File: src/rtl/ldseq_pkg.sv
// Shared types and instruction-field helpers for the load sequencer.
// Assumes a 32-bit instruction word with 5-bit register indices.
package ldseq_pkg;
    localparam int INSN_W    = 32;
    localparam int REG_IDX_W = 5;
    localparam int OFF_W     = 16;
    localparam logic [5:0] OP_LOAD = 6'h23;

    typedef enum logic [2:0] {
        ST_IDLE,
        ST_FETCH,
        ST_MDR_I,
        ST_IR,
        ST_EA,
        ST_MDR_D,
        ST_WB
    } step_t;

    function automatic logic [5:0] f_opcode(input logic [INSN_W-1:0] w);
        return w[31:26];
    endfunction

    function automatic logic [REG_IDX_W-1:0] f_base(input logic [INSN_W-1:0] w);
        return w[25:21];
    endfunction

    function automatic logic [REG_IDX_W-1:0] f_dest(input logic [INSN_W-1:0] w);
        return w[20:16];
    endfunction

    function automatic logic [OFF_W-1:0] f_off(input logic [INSN_W-1:0] w);
        return w[15:0];
    endfunction
endpackage

File: src/rtl/ldseq_ctrl.sv
// Step sequencer: walks idle -> fetch -> data capture -> decode -> address
// -> operand capture -> write-back. Assumes op_is_load is valid in ST_IR.
module ldseq_ctrl
    import ldseq_pkg::*;
(
    input  logic  clk,
    input  logic  rst_n,
    input  logic  start,
    input  logic  op_is_load,
    output step_t step,
    output logic  done,
    output logic  illegal
);
    step_t step_nxt;

    // Next-step selection.
    always_comb begin
        step_nxt = step;
        unique case (step)
            ST_IDLE:  if (start) step_nxt = ST_FETCH;
            ST_FETCH: step_nxt = ST_MDR_I;
            ST_MDR_I: step_nxt = ST_IR;
            ST_IR:    step_nxt = op_is_load ? ST_EA : ST_IDLE;
            ST_EA:    step_nxt = ST_MDR_D;
            ST_MDR_D: step_nxt = ST_WB;
            ST_WB:    step_nxt = ST_IDLE;
            default:  step_nxt = ST_IDLE;
        endcase
    end

    // Step register.
    always_ff @(posedge clk) begin
        if (!rst_n) step <= ST_IDLE;
        else        step <= step_nxt;
    end

    assign done    = (step == ST_WB);
    assign illegal = (step == ST_IR) && !op_is_load;


    done_pulse_chk: assert property (@(posedge clk) disable iff (!rst_n)
        done |=> !done);

    illegal_idle_chk: assert property (@(posedge clk) disable iff (!rst_n)
        illegal |=> (step == ST_IDLE));

    busy_nostart_chk: assert property (@(posedge clk) disable iff (!rst_n)
        (step != ST_IDLE) |=> (step != ST_FETCH));

    done_excl_chk: assert property (@(posedge clk) disable iff (!rst_n)
        !(done && illegal));
endmodule

File: src/rtl/ldseq_regfile.sv
// Register file with one read port and one write port. Entry 0 is held at
// zero and never written. Assumes NREG is a power of two.
module ldseq_regfile #(
    parameter int NREG = 32,
    parameter int XLEN = 32,
    localparam int IDX_W = $clog2(NREG)
) (
    input  logic             clk,
    input  logic             rst_n,
    input  logic [IDX_W-1:0] raddr,
    output logic [XLEN-1:0]  rdata,
    input  logic             we,
    input  logic [IDX_W-1:0] waddr,
    input  logic [XLEN-1:0]  wdata
);
    logic [XLEN-1:0] regs [NREG];

    // Storage update; writes to entry 0 are dropped.
    always_ff @(posedge clk) begin
        if (!rst_n) begin
            for (int i = 0; i < NREG; i++) regs[i] <= '0;
        end else if (we && (waddr != '0)) begin
            regs[waddr] <= wdata;
        end
    end

    assign rdata = regs[raddr];


    zero_reg_chk: assert property (@(posedge clk) disable iff (!rst_n)
        regs[0] == '0);
endmodule

File: src/rtl/load_seq_core.sv
// Multi-cycle load sequencer top. Holds the program counter, the address,
// data and instruction registers, and drives a read port with one cycle of
// latency. Assumes 32-bit instructions in the format described in the brief.
module load_seq_core
    import ldseq_pkg::*;
#(
    parameter int XLEN = 32,
    parameter int NREG = 32,
    parameter int PC_STEP = 4
) (
    input  logic            clk,
    input  logic            rst_n,
    input  logic            start,
    output logic [XLEN-1:0] mem_addr,
    output logic            mem_rd,
    input  logic [XLEN-1:0] mem_rdata,
    output logic            done,
    output logic            illegal,
    output logic [XLEN-1:0] dbg_pc,
    output logic [XLEN-1:0] dbg_ir
);
    localparam int IDX_W = $clog2(NREG);

    step_t           step;
    logic [XLEN-1:0] pc, mar, mdr, ir;
    logic [XLEN-1:0] base_val, ea, off_ext;
    logic            op_is_load;

    ldseq_ctrl u_ctrl (
        .clk        (clk),
        .rst_n      (rst_n),
        .start      (start),
        .op_is_load (op_is_load),
        .step       (step),
        .done       (done),
        .illegal    (illegal)
    );

    ldseq_regfile #(.NREG(NREG), .XLEN(XLEN)) u_rf (
        .clk   (clk),
        .rst_n (rst_n),
        .raddr (IDX_W'(f_base(ir))),
        .rdata (base_val),
        .we    (step == ST_WB),
        .waddr (IDX_W'(f_dest(ir))),
        .wdata (mdr)
    );

    // Decode opcode from the word about to enter the instruction register.
    assign op_is_load = (f_opcode(mdr) == OP_LOAD);

    // Effective address: base plus sign-extended offset.
    assign off_ext = {{(XLEN-OFF_W){ir[OFF_W-1]}}, f_off(ir)};
    assign ea      = base_val + off_ext;

    // Read port: address taken from its source in the strobe step.
    always_comb begin
        unique case (step)
            ST_FETCH: mem_addr = pc;
            ST_EA:    mem_addr = ea;
            default:  mem_addr = mar;
        endcase
    end
    assign mem_rd = (step == ST_FETCH) || (step == ST_EA);

    // Program counter and address register transfers.
    always_ff @(posedge clk) begin
        if (!rst_n) begin
            pc  <= '0;
            mar <= '0;
        end else if (step == ST_FETCH) begin
            mar <= pc;
            pc  <= pc + XLEN'(PC_STEP);
        end else if (step == ST_EA) begin
            mar <= ea;
        end
    end

    // Data register captures returned words; instruction register loads from it.
    always_ff @(posedge clk) begin
        if (!rst_n) begin
            mdr <= '0;
            ir  <= '0;
        end else begin
            if (step == ST_MDR_I || step == ST_MDR_D) mdr <= mem_rdata;
            if (step == ST_IR) ir <= mdr;
        end
    end

    assign dbg_pc = pc;
    assign dbg_ir = ir;


    pc_step_chk: assert property (@(posedge clk) disable iff (!rst_n)
        (step == ST_FETCH) |=> (dbg_pc == $past(dbg_pc) + XLEN'(PC_STEP)));

    rd_gap_chk: assert property (@(posedge clk) disable iff (!rst_n)
        mem_rd |=> !mem_rd);

    ir_hold_chk: assert property (@(posedge clk) disable iff (!rst_n)
        (step != ST_IR) |=> $stable(dbg_ir));

    no_operand_read_chk: assert property (@(posedge clk) disable iff (!rst_n)
        illegal |=> !mem_rd);
endmodule

File: config.mk
export PLATFORM = sky130hd
export DESIGN_NAME = load_seq_core
export DESIGN_NICKNAME = d
export VERILOG_FILES = /design/src/rtl/ldseq_pkg.sv /design/src/rtl/ldseq_ctrl.sv /design/src/rtl/ldseq_regfile.sv /design/src/rtl/load_seq_core.sv
export SDC_FILE = /design/constraint.sdc
export NUM_CORES = 2
export LEC_CHECK = 0
export ABC_AREA = 0
export BUFFER_PORTS_ARGS = -buffer_cell sky130_fd_sc_hd__buf_2
export CAP_MARGIN = 20
export CORE_MARGIN = 2
export CORE_UTILIZATION = 55
export DETAILED_ROUTE_END_ITERATION = 16
export PLACE_DENSITY = 0.72
export SLEW_MARGIN = 40
export SYNTH_ARGS = -nofsm -noshare
export SYNTH_HDL_FRONTEND = slang
export SYNTH_SLANG_ARGS = --single-unit
File: constraint.sdc
create_clock -name clk -period 12.2 [get_ports clk]
set_input_delay 1.22 -clock clk [delete_from_list [all_inputs] [get_ports clk]]
set_output_delay 1.22 -clock clk [all_outputs]
set_load 0.01 [all_outputs]
==> run summary <==
The cell area after layout is 59700 um2. The die covers 99100 um2. For the number of global-route vias before repair, the log shows 30700. Together, buffers and inverters on the worst path number 3. STA classifies the critical path endpoint as an output port. For the maximum vdd drop, the log shows 0.112 mV. The proportion of layout cells with a drive suffix above 1 is 22.6%.

Summed over all layers, the routed wires come to 148 mm. The path category of the worst min-delay check is flip-flop to flip-flop. The run gives 4 as the initial antenna violation count. The clock period could shrink to 7.91 ns. Ranked by total cell area, the synthesized netlist is headed by sky130_fd_sc_hd__edfxtp_1, sky130_fd_sc_hd__mux4_2, sky130_fd_sc_hd__and2_1.

The commonest cells after synthesis are sky130_fd_sc_hd__edfxtp_1, sky130_fd_sc_hd__and2_1, sky130_fd_sc_hd__mux4_2, sky130_fd_sc_hd__clkbuf_1, sky130_fd_sc_hd__nand2_1. The tools report the number of hold buffers added after cts as 0. The number of clock buffers added by TritonCTS is 116. Setup repair after global routing left no endpoint under its margin. The analysis attributes to cell leakage a power of 21.5 nW. The most frequently used flop master after synthesis is sky130_fd_sc_hd__edfxtp_1. The first global-routing pass estimated 213 mm of wire. The aggregate global routing overflow is 0, and the number of setup violations in the final report is 0. In this design, the largest share of critical-path delay is due to multiplexers. DRC violation count after routing: 0. The logs give 6.69 ns for the data arrival at the endpoint of the critical path and 3 for the maximum number of buffers from clock root to sink. Once placement finished, the instance area stood at 55900 um2. The flow ran to the end, and the final reports show no timing, DRC or antenna violations. In this run, post-CTS repair resized a total of 0 instances. The final hold violation count is 0. For this run, the top clock speed supported by timing is 126 MHz. The run gives 0.71 ns as the worst-skew pair later-pin latency. The cell area power density is 140 nW/um2, and the via total after detailed routing is 31500. Of all flip-flops after synthesis, the portion carrying an async set or reset was 0%. The tool flagged a number of max-cap violations equal to 0. Summed over all nets, the half-perimeter wirelength after detailed placement is 86.7 mm. The layout has 6924 filler cells. The total negative slack for setup checks is 0 ns.

The core outline area was 96300 um2; the count of pins on the block boundary was 134. Clock tree synthesis selected as its root buffer the cell sky130_fd_sc_hd__clkbuf_16. Setup slack on the worst reg-to-reg path comes out at 6.19 ns. Measured along the x axis, the die boundary spans 315 um.

The initial core utilization was 55.2%. The final cycle utilization of the critical path came out at 64.9%. The largest clock skew in the final design came out at 0.0291 ns. The delay of the slowest critical-path stage was 0.69 ns; the clock sink count was 1158.

The number of rows in the core area was 114; the count of buffers from port buffering was 131. The tools report the placer congestion estimate as 0.942. The worst slew margin relative to its limit is 27.0%, and the count of antenna-violating nets left after detailed routing is 0. The number of flops mapped to enable cells by yosys works out to 1024. The tools report the CTS H-tree depth as 3. For the distinct cell type count of the synthesized netlist, the log shows 68. Count of final max-slew check failures: 0. At the pin with the least slew margin, the transition time is 1.10 ns. The floorplan step set the die height to 315 um. The Yosys step of the flow raised 0 warnings. The tools report the summed instance area of the synthesized netlist as 53100 um2.

The slowest stage of the critical path belongs to the cell sky130_fd_sc_hd__buf_4. After clock tree synthesis, the clock-pin slew on the worst setup and hold paths is 0.06 ns. TritonCTS built the clock tree. The number of instances in the synthesized netlist is 3642. In the post-synthesis netlist, the cell with the most instances is sky130_fd_sc_hd__edfxtp_1.

For the pin count of the biggest net entering global routing, the log shows 123. The worst setup path is launched from a flip-flop. After detailed routing, the average wire length per cell comes to 29.1 um. The detailed-routing iteration count for the pre-antenna-repair pass came out at 6. The first routing iteration left 4071 violations.

STA puts the critical path data required time at 10.98 ns. In the global route stage, overall resource usage came out at 30.0%. The logs give 62.9% for the sequential share of the synthesized area and 19000 um2 for the multi-input combinational cell area. In this run the worst path has a maximum fanout of 85. Prior to clock tree synthesis, the placed netlist has a worst setup slack of 5.01 ns. Dividing the detail-routed via count by the number of cells gives 6.19.

Synthesis inferred 1158 register bits. The critical path in this run is classified as flip-flop to output port. The synthesized design spends more area on one cell type than any other, namely sky130_fd_sc_hd__edfxtp_1. The critical path goes through buf_12 > buf_4 > mux4_2 > mux4_2 > mux2_2 > ha_1 > nand2_1 > o31ai_1 > nor4_1 > a211oi_1 > o21ai_0 > mux2i_1 > nand2_1 > buf_2. At the end of the flow, the number of nets in the layout was 3778. After synthesis, the largest area contributor takes up 57.9% of total cell area. Each instance of the synthesized netlist takes up on average 14.6 um2. The layout overhead on the synthesized area was 12.3%. The number of setup buffers added after CTS is 0. Setup slack on the critical path of the routed design comes to 4.29 ns. The total area of sequential cells was 33500 um2.
## logic make-up after synthesis
family                     count (synthesis)  share of synthesized area, %
and+or+nand+nor                         1393                          15.1
DFF                                     1158                          62.9
muxes                                    359                          14.3
buffers and inverters                    343                          2.63
AOI/OAI and AO/OA                        317                          3.64
xor gates and xnor gates                  38                         0.626
adders and majority gates                 33                         0.791
other                                      1                       0.00706
## final cells by class
| class | count | share of cell area [%] |
|---|---|---|
| Tap cell | 1276 | 2.68 |
| Clock inverter | 55 | 0.730 |
| Inverter | 12 | 0.0839 |
| Clock buffer | 161 | 5.46 |
| Sequential cell | 1158 | 56.1 |
| Antenna cell | 1 | 0.00419 |
| Multi-Input combinational cell | 2174 | 31.8 |
| Timing Repair Buffer | 248 | 3.15 |
## metal layers
| layer | vias to the layer above | wire length (um) | GRT usage (%) |
|---|---|---|---|
| met5 | - | 0 | 0 |
| met4 | 0 | 5250 | 10.8 |
| met3 | 263 | 15700 | 6.58 |
| met2 | 1802 | 71000 | 48.4 |
| met1 | 15900 | 56100 | 40.5 |
| li1 | 13500 | - | - |
## layout by cell type (no fill, tap or decap), types with 8 or more instances in the layout
cell                        netlist  routed
sky130_fd_sc_hd__edfxtp_1      1024    1024
sky130_fd_sc_hd__and2_1        1012    1012
sky130_fd_sc_hd__mux4_2         316     316
sky130_fd_sc_hd__nand2_1        197     197
sky130_fd_sc_hd__buf_2           13     130
sky130_fd_sc_hd__clkbuf_16        0     119
sky130_fd_sc_hd__a21oi_1        114     113
sky130_fd_sc_hd__dfxtp_1        134     113
sky130_fd_sc_hd__buf_4           17      88
sky130_fd_sc_hd__nor2_1          85      53
sky130_fd_sc_hd__o21ai_0         82      51
sky130_fd_sc_hd__conb_1           1      34
sky130_fd_sc_hd__mux2_2          32      32
sky130_fd_sc_hd__ha_1            32      32
sky130_fd_sc_hd__o21ai_4          0      31
sky130_fd_sc_hd__clkbuf_1       288      30
sky130_fd_sc_hd__a22oi_1         26      26
sky130_fd_sc_hd__xnor2_1         22      22
sky130_fd_sc_hd__clkinv_2         0      21
sky130_fd_sc_hd__nor2_2           0      19
sky130_fd_sc_hd__clkinv_1         1      18
sky130_fd_sc_hd__dfxtp_2          0      18
sky130_fd_sc_hd__nand3_1         16      16
sky130_fd_sc_hd__a21o_1          16      16
sky130_fd_sc_hd__xor2_1          16      16
sky130_fd_sc_hd__or3_1           15      15
sky130_fd_sc_hd__buf_8            0      15
sky130_fd_sc_hd__o211a_1         13      13
sky130_fd_sc_hd__nor2_4           0      13
sky130_fd_sc_hd__and3_1          12      12
sky130_fd_sc_hd__clkbuf_8         0      12
sky130_fd_sc_hd__nand4_1         11      11
sky130_fd_sc_hd__mux2i_1         11      11
sky130_fd_sc_hd__nor3_1          10      10
sky130_fd_sc_hd__inv_1            9       9
sky130_fd_sc_hd__o211ai_1         8       8
sky130_fd_sc_hd__a211oi_1         8       8
## worst min-delay path, delay by kind of cell (launching register included)
family          cells  cell delay [ns]
compound gates      1             0.05
flops               1             0.31
simple gates        1             0.05
## sequential cells by signal, indices dropped and copies added (netlist names), named ones only
register / flops
dbg_ir: 32
dbg_pc: 30
mar: 32
u_ctrl.step: 3
u_rf.regs: 1024
mdr: 32
## stage by stage
| stage | std cells | hold WS [ns] | total power [W] | util, % |
|---|---|---|---|---|
| after global placement | 4843 | 0.440 | 0.00493 | 57.6 |
| after detailed placement | 4867 | 0.446 | 0.00494 | 58.1 |
| final | 5085 | 0.452 | 0.00835 | 62.0 |
| after global routing | 5084 | 0.475 | 0.00855 | 62.0 |
| after CTS | 5083 | 0.453 | 0.00837 | 61.9 |
| after floorplan | 3675 | 0.475 | 0.00477 | - |
## path summary, 6_finish.rpt
path / startpoint / endpoint / cells past startpoint
max: flip-flop / mem_addr[21] / 14
min: mdr[15]$_SDFFE_PN0P_ / mdr[15]$_SDFFE_PN0P_ / 2
max reg2reg: flip-flop / mar[21]$_SDFFE_PN0N_ / 13
min reg2reg: mdr[15]$_SDFFE_PN0P_ / mdr[15]$_SDFFE_PN0P_ / 2
## power breakdown
part           internal (W)  total (W)  switching (W)
sequential          0.00443    0.00449      0.0000639
combinational      0.000119   0.000380       0.000262
clock               0.00197    0.00348        0.00151
total               0.00651    0.00835        0.00184
Power figures use the tool's default switching activity.
